## src/rtl/fir4_pkg.sv

```systemverilog
package fir4_pkg;

    // Position within the four-cycle sample period.
    typedef enum logic [1:0] {
        PH_IDLE = 2'd0,   // waiting; acceptance cycle = schedule cycle 1
        PH_MUL2 = 2'd1,   // schedule cycle 2
        PH_SUM2 = 2'd2,   // schedule cycle 3
        PH_OUT  = 2'd3    // schedule cycle 4, result on the port
    } phase_e;

endpackage

```

## src/rtl/fir4_ctrl.sv

```systemverilog
module fir4_ctrl
    import fir4_pkg::*;
(
    input  logic   clk,
    input  logic   rst_n,
    input  logic   in_valid,
    output phase_e phase,
    output logic   accept,
    output logic   busy
);

    phase_e phase_d, phase_q;

    always_comb begin
        phase_d = phase_q;
        accept  = 1'b0;
        unique case (phase_q)
            PH_IDLE: begin
                if (in_valid) begin
                    accept  = 1'b1;
                    phase_d = PH_MUL2;
                end
            end
            PH_MUL2: phase_d = PH_SUM2;
            PH_SUM2: phase_d = PH_OUT;
            PH_OUT:  phase_d = PH_IDLE;
            default: phase_d = PH_IDLE;
        endcase
    end

    always_ff @(posedge clk) begin
        if (!rst_n) phase_q <= PH_IDLE;
        else        phase_q <= phase_d;
    end

    assign phase = phase_q;
    assign busy  = (phase_q != PH_IDLE);

endmodule

```

## src/rtl/fir4_mult.sv

```systemverilog
module fir4_mult #(
    parameter int AW = 16,
    parameter int BW = 16,
    localparam int PW = AW + BW
) (
    input  logic [AW-1:0] op_a,
    input  logic [BW-1:0] op_b,
    output logic [PW-1:0] prod
);

    logic signed [PW-1:0] ext_a, ext_b;

    always_comb begin
        ext_a = PW'($signed(op_a));
        ext_b = PW'($signed(op_b));
        prod  = ext_a * ext_b;
    end

endmodule

```

## src/rtl/fir4_add.sv

```systemverilog
module fir4_add #(
    parameter int W = 34
) (
    input  logic [W-1:0] op_a,
    input  logic [W-1:0] op_b,
    output logic [W-1:0] sum
);

    assign sum = op_a + op_b;

endmodule

```

## src/rtl/fir4_sched_top.sv

```systemverilog
module fir4_sched_top
    import fir4_pkg::*;
#(
    parameter int DW = 16,
    parameter int CW = 16,
    localparam int PW = DW + CW,
    localparam int AW = PW + 2,
    localparam int NTAP = 4,
    localparam int NHIST = NTAP - 1,
    localparam int IW = $clog2(NTAP)
) (
    input  logic          clk,
    input  logic          rst_n,
    input  logic          coef_we,
    input  logic [IW-1:0] coef_idx,
    input  logic [CW-1:0] coef_val,
    input  logic          in_valid,
    input  logic [DW-1:0] in_sample,
    output logic          out_valid,
    output logic [AW-1:0] out_data
);

    typedef struct packed {
        logic [DW-1:0]             xnew;  // sample of this period
        logic [NHIST-1:0][DW-1:0]  hist;  // [0]=x@1, [1]=x@2, [2]=x@3
        logic [NTAP-1:0][CW-1:0]   coef;  // [k]=ak
        logic [PW-1:0]             p1;
        logic [PW-1:0]             p2;
        logic [AW-1:0]             s1;
        logic [AW-1:0]             s2;
    } dp_t;

    dp_t dp_d, dp_q;

    phase_e phase;
    logic   accept;
    logic   busy_w;

    fir4_ctrl u_ctrl (
        .clk      (clk),
        .rst_n    (rst_n),
        .in_valid (in_valid),
        .phase    (phase),
        .accept   (accept),
        .busy     (busy_w)
    );

    // Operand selection for the two shared multipliers.
    logic [DW-1:0] m_a [2];
    logic [CW-1:0] m_b [2];
    logic [PW-1:0] m_p [2];

    always_comb begin
        if (phase == PH_IDLE) begin
            m_a[0] = dp_q.hist[2]; m_b[0] = dp_q.coef[3];
            m_a[1] = dp_q.hist[1]; m_b[1] = dp_q.coef[2];
        end else begin
            m_a[0] = dp_q.hist[0]; m_b[0] = dp_q.coef[1];
            m_a[1] = dp_q.xnew;    m_b[1] = dp_q.coef[0];
        end
    end

    for (genvar g = 0; g < 2; g++) begin : g_mul
        fir4_mult #(.AW(DW), .BW(CW)) u_mul (
            .op_a (m_a[g]),
            .op_b (m_b[g]),
            .prod (m_p[g])
        );
    end

    // Shared adder: products in cycles 2 and 3, partial sums in cycle 4.
    logic [AW-1:0] add_a, add_b, add_s;

    always_comb begin
        if (phase == PH_OUT) begin
            add_a = dp_q.s1;
            add_b = dp_q.s2;
        end else begin
            add_a = AW'($signed(dp_q.p1));
            add_b = AW'($signed(dp_q.p2));
        end
    end

    fir4_add #(.W(AW)) u_add (
        .op_a (add_a),
        .op_b (add_b),
        .sum  (add_s)
    );

    always_comb begin
        dp_d = dp_q;
        unique case (phase)
            PH_IDLE: begin
                if (accept) begin
                    dp_d.xnew = in_sample;
                    dp_d.p1   = m_p[0];
                    dp_d.p2   = m_p[1];
                end else if (coef_we) begin
                    dp_d.coef[coef_idx] = coef_val;
                end
            end
            PH_MUL2: begin
                dp_d.s1 = add_s;
                dp_d.p1 = m_p[0];
                dp_d.p2 = m_p[1];
            end
            PH_SUM2: begin
                dp_d.s2 = add_s;
            end
            PH_OUT: begin
                for (int k = NHIST - 1; k > 0; k--) begin
                    dp_d.hist[k] = dp_q.hist[k-1];
                end
                dp_d.hist[0] = dp_q.xnew;
            end
            default: ;
        endcase
    end

    always_ff @(posedge clk) begin
        if (!rst_n) dp_q <= '0;
        else        dp_q <= dp_d;
    end

    assign out_valid = (phase == PH_OUT);
    assign out_data  = out_valid ? add_s : '0;

    // Flattened coefficient view for the checker.
    logic [NTAP*CW-1:0] coef_flat;
    assign coef_flat = dp_q.coef;

endmodule

```

## config.mk

```make
export PLATFORM = sky130hd
export DESIGN_NAME = fir4_sched_top
export DESIGN_NICKNAME = d
export VERILOG_FILES = /design/src/rtl/fir4_pkg.sv /design/src/rtl/fir4_ctrl.sv /design/src/rtl/fir4_mult.sv /design/src/rtl/fir4_add.sv /design/src/rtl/fir4_sched_top.sv
export SDC_FILE = /design/constraint.sdc
export NUM_CORES = 2
export LEC_CHECK = 0
export CORE_AREA = 4 4 240 242
export DETAILED_ROUTE_END_ITERATION = 8
export DIE_AREA = 0 0 244 246
export HOLD_SLACK_MARGIN = 0.03
export PLACE_DENSITY = 0.84
export SETUP_SLACK_MARGIN = 0.1
export SYNTH_ARGS = -nofsm -noshare
export SYNTH_HDL_FRONTEND = slang
export SYNTH_SLANG_ARGS = --single-unit
export TNS_END_PERCENT = 1
```

## constraint.sdc

```tcl
create_clock -name clk -period 7.19 [get_ports clk]
set_input_delay 1.438 -clock clk [delete_from_list [all_inputs] [get_ports clk]]
set_output_delay 1.438 -clock clk [all_outputs]
set_load 0.01 [all_outputs]
```

==> reports/metrics.csv <==
stage,metric,value,unit
worst_setup_path,Worst EP arrival,7.39,ns
floorplanning,die width,244,um
global_route,GR Util met3,4.71,%
detailed_routing,DR pass1 iterations,6,
worst_setup_path,"most used cell, CP",fa_1,
timing,Worst Tran Pin Value,1.15,ns
finish,Inserted Diodes,0,
synthesis,register area share after synthesis,16.1,%
worst_setup_path,Buf/Inv on CP,8,
finish,nets@finish,4518,
clocking,hold buffers post-CTS,0,
worst_setup_path,"critical path fanouts, max",16,
finish,share of post-route cells with drive strength above 1,9.59,%
floorplanning,# IOs,73,
detailed_routing,overall via count from detail_route,26222,
global_route,met2 Track Usage GR,50.2,%
global_route,initial antenna violation count,2,
power,Final Power,5.52,mW
global_route,met1 Usage GRT,36.7,%
global_route,vias in the first global route,26890,
worst_setup_path,startpoint types,register,
synthesis,number of synthesis warnings,0,
synthesis,ys flop type,dfxtp_1,
clocking,Clock Latency Late Sink,0.57,ns
synthesis,library cells used by synthesis,73,
worst_setup_path,Critical Path End Type,register,
timing,Final Hold Violating Endpoints,0,
synthesis,"FF+latch count, synth",262,
finish,fillcell total,4391,
finish,"Design Area, Final",0.0360,mm2
synthesis,Synth area leaders,"fa_1 32%, dfxtp_1 16%, ha_1 7.7%",
synthesis,"area leader, netlist",fa_1,
detailed_routing,detailed-route DRC error count,0,
detailed_routing,WL per Instance,19.5,um
clocking,clock tree sinks,262,
clocking,clk buf depth,3,
timing,Setup-failing EPs final,0,
global_route,first-pass GRT wire length,140000,um
place,routability congestion estimate,0.991,
timing,final clock skew,0.0201,ns
clocking,CTS root buffer,clkbuf_16,
clocking,clock slew at reported path FFs,0.06,ns
timing,Setup TNS,0,ns
global_route,total track usage,29.2,%
clocking,CTS HTree Levels,1,
run_status,status,finished clean,
floorplanning,Core ar.,0.0551,mm2
worst_setup_path,crit path kind,reg -> reg,
synthesis,"FFs w/ async S/R, synth",0,%
timing,Tcrit/Tclk final,96.6,%
worst_setup_path,"Slowest-stage cell, CP",fa_1,
job,max_cap viols,0,
synthesis,Synth Net Count,4429,
worst_setup_path,Worst Path Required,7.64,ns
global_route,largest net degree at the start of global routing,139,
global_route,grt total ovfl,0,
power,Peak VDD IR,0.201,mV
min_path,Min-Delay Path Class,reg -> reg,
timing,minimum clock period,6.95,ns
place,dpl hpwl,70500,um
synthesis,Mapped Area,0.0326,mm2
timing,fmax,0.144,GHz
power,Pwr per Cell Area,153,mW/mm2
floorplanning,Starting Density,59.1,%
place,IO buf count,72,
detailed_routing,routed vias/inst,5.80,
worst_setup_path,Max stage delay on crit path,0.54,ns
global_route,GRT Max-Usage Layer,met2,
floorplanning,Chip Height,246,um
timing,RSZ-0062 raised after global routing,yes,
timing,Max-slew headroom,23.4,%
clocking,CTS tree,built,
place,placed instance area,0.0346,mm2
detailed_routing,Routed WL,88400,um
synthesis,syn avg cell area,8.88,um2
clocking,cts bufs inserted,30,
floorplanning,num rows,86,
detailed_routing,starting DRC count in detailed routing,2239,
detailed_routing,Detail Route Antenna Nets,0,
floorplanning,die area,0.0600,mm2
finish,Layout Area Growth over Synthesis,10.7,%
synthesis,post-synth top area share,32.3,%
worst_setup_path,cell type group with the largest total delay on the critical path,adder cells,
timing,Slew Limit Fails,0,
power,Leak,17.2,nW
synthesis,Post-synth EDFFs,0,
synthesis,Gate Count Post-Synth,3665,
[synth_stat cells, drive strengths merged (18+ instances only)]
cell / count
nand2b: 18
nand3: 46
fa: 525
nor2: 482
buf: 32
clkbuf: 110
a21o: 33
o21ai: 70
nand2: 414
o211ai: 20
mux2i: 200
dfxtp: 262
xnor2: 68
nor3: 26
inv: 599
or3: 19
mux2: 119
ha: 201
a21oi: 163
a211oi: 32
and2: 30
[cell type report]
class                   instances  area, um2  share of cell area, %
clock buffers                  40        850                   2.36
clock inverters                14        141                  0.392
inverters                     600       2260                   6.26
multi-input cells            2661      24700                   68.6
flip-flops and latches        262       5250                   14.6
well taps                     748        936                   2.60
repair buffers                199       1880                   5.21
[worst reg2reg max path, cell delays in order, from the launching register on]
cell and delay [ns]:
dfxtp_2 0.36, inv_2 0.10, ha_4 0.24, buf_12 0.19
buf_4 0.14, mux2i_1 0.29, buf_12 0.19, nor2_1 0.07
fa_1 0.54, inv_1 0.05, fa_1 0.46, fa_1 0.54
inv_1 0.07, fa_1 0.52, fa_1 0.50, inv_1 0.06
fa_1 0.49, inv_1 0.04, ha_1 0.34, a21o_1 0.20
a41o_1 0.24, a311o_1 0.45, a21o_1 0.21, a21oi_1 0.18
xnor2_1 0.24, o21ai_0 0.13
[routing by layer]
| metal | wire (um) | vias to the layer above |
|---|---|---|
| li1 | - | 11810 |
| met3 | 7270 | 301 |
| met1 | 32900 | 12954 |
| met2 | 43300 | 1157 |
| met4 | 5000 | 0 |
| met5 | 0 | - |
[logic make-up after synthesis]
family,Yosys count,synth area share (%)
DFF,262,16.1
adders and majority gates,726,40.0
AOI/OAI and AO/OA,423,8.49
xor gates and xnor gates,84,2.26
and+or+nand+nor,1109,14.3
muxes,319,10.3
buffers and inverters,742,8.57
[registers in the layout, indices dropped and copies added, names as in the netlist]
signal and cells:
dp_q 196, coef_flat 64, u_ctrl.phase 2
[cell usage in the layout (no fill, tap or decap), types with 7 or more instances in the layout]
cell / instances
inv_1: 596
fa_1: 523
nor2_1: 482
nand2_1: 414
dfxtp_1: 260
ha_1: 197
mux2i_1: 192
a21oi_1: 158
mux2_2: 115
buf_4: 108
clkdlybuf4s50_1: 71
xnor2_1: 68
o21ai_0: 63
nand3_1: 46
a21o_1: 33
clkbuf_16: 31
and2_1: 30
a211oi_1: 30
nor3_1: 24
o211ai_1: 20
or3_1: 19
nand2b_1: 17
o21a_1: 16
xor2_1: 16
nor2b_1: 15
buf_12: 14
nand4_1: 13
or2_2: 11
o21bai_1: 9
a22o_1: 8
a31oi_1: 7
[final timing paths]
check / start / endpoint / slack [ns] / cells past startpoint
worst min-delay path: coef_flat[5] / coef_flat[5] / 0.45 / 2
worst min register to register: coef_flat[5] / coef_flat[5] / 0.45 / 2
worst max register to register: u_ctrl.phase[0] / dp_q[119] / 0.24 / 25
worst max-delay path: u_ctrl.phase[0] / dp_q[119] / 0.24 / 25
[power by group]
part           switching (mW)  internal (mW)  leakage [nW]  total (mW)
clock                   0.640          0.901         0.471        1.54
combinational            1.37          0.907          14.6        2.28
sequential              0.121           1.58          2.12        1.71
[timing repair]
action | CTS | global route
pin swaps | 1 | 6
resized for setup | 2 | 43
setup endpoints to repair | 5 | 22
gates cloned | 1 | 1
setup buffers | 1 | 23
[per-stage QoR]
stage / utilization [%] / hold WS, ns / setup slack, ns / instances
finish: 65.4 / 0.454 / 0.242 / 4524
global route: 65.4 / 0.477 / 0.0284 / 4524
CTS: 64.8 / 0.455 / 0.0974 / 4500
floorplan: - / 0.429 / 0.0911 / 3665
global placement: 62.9 / 0.441 / 0.106 / 4444
detailed placement: 62.9 / 0.447 / 0.0139 / 4444
Power figures use the tool's default switching activity.
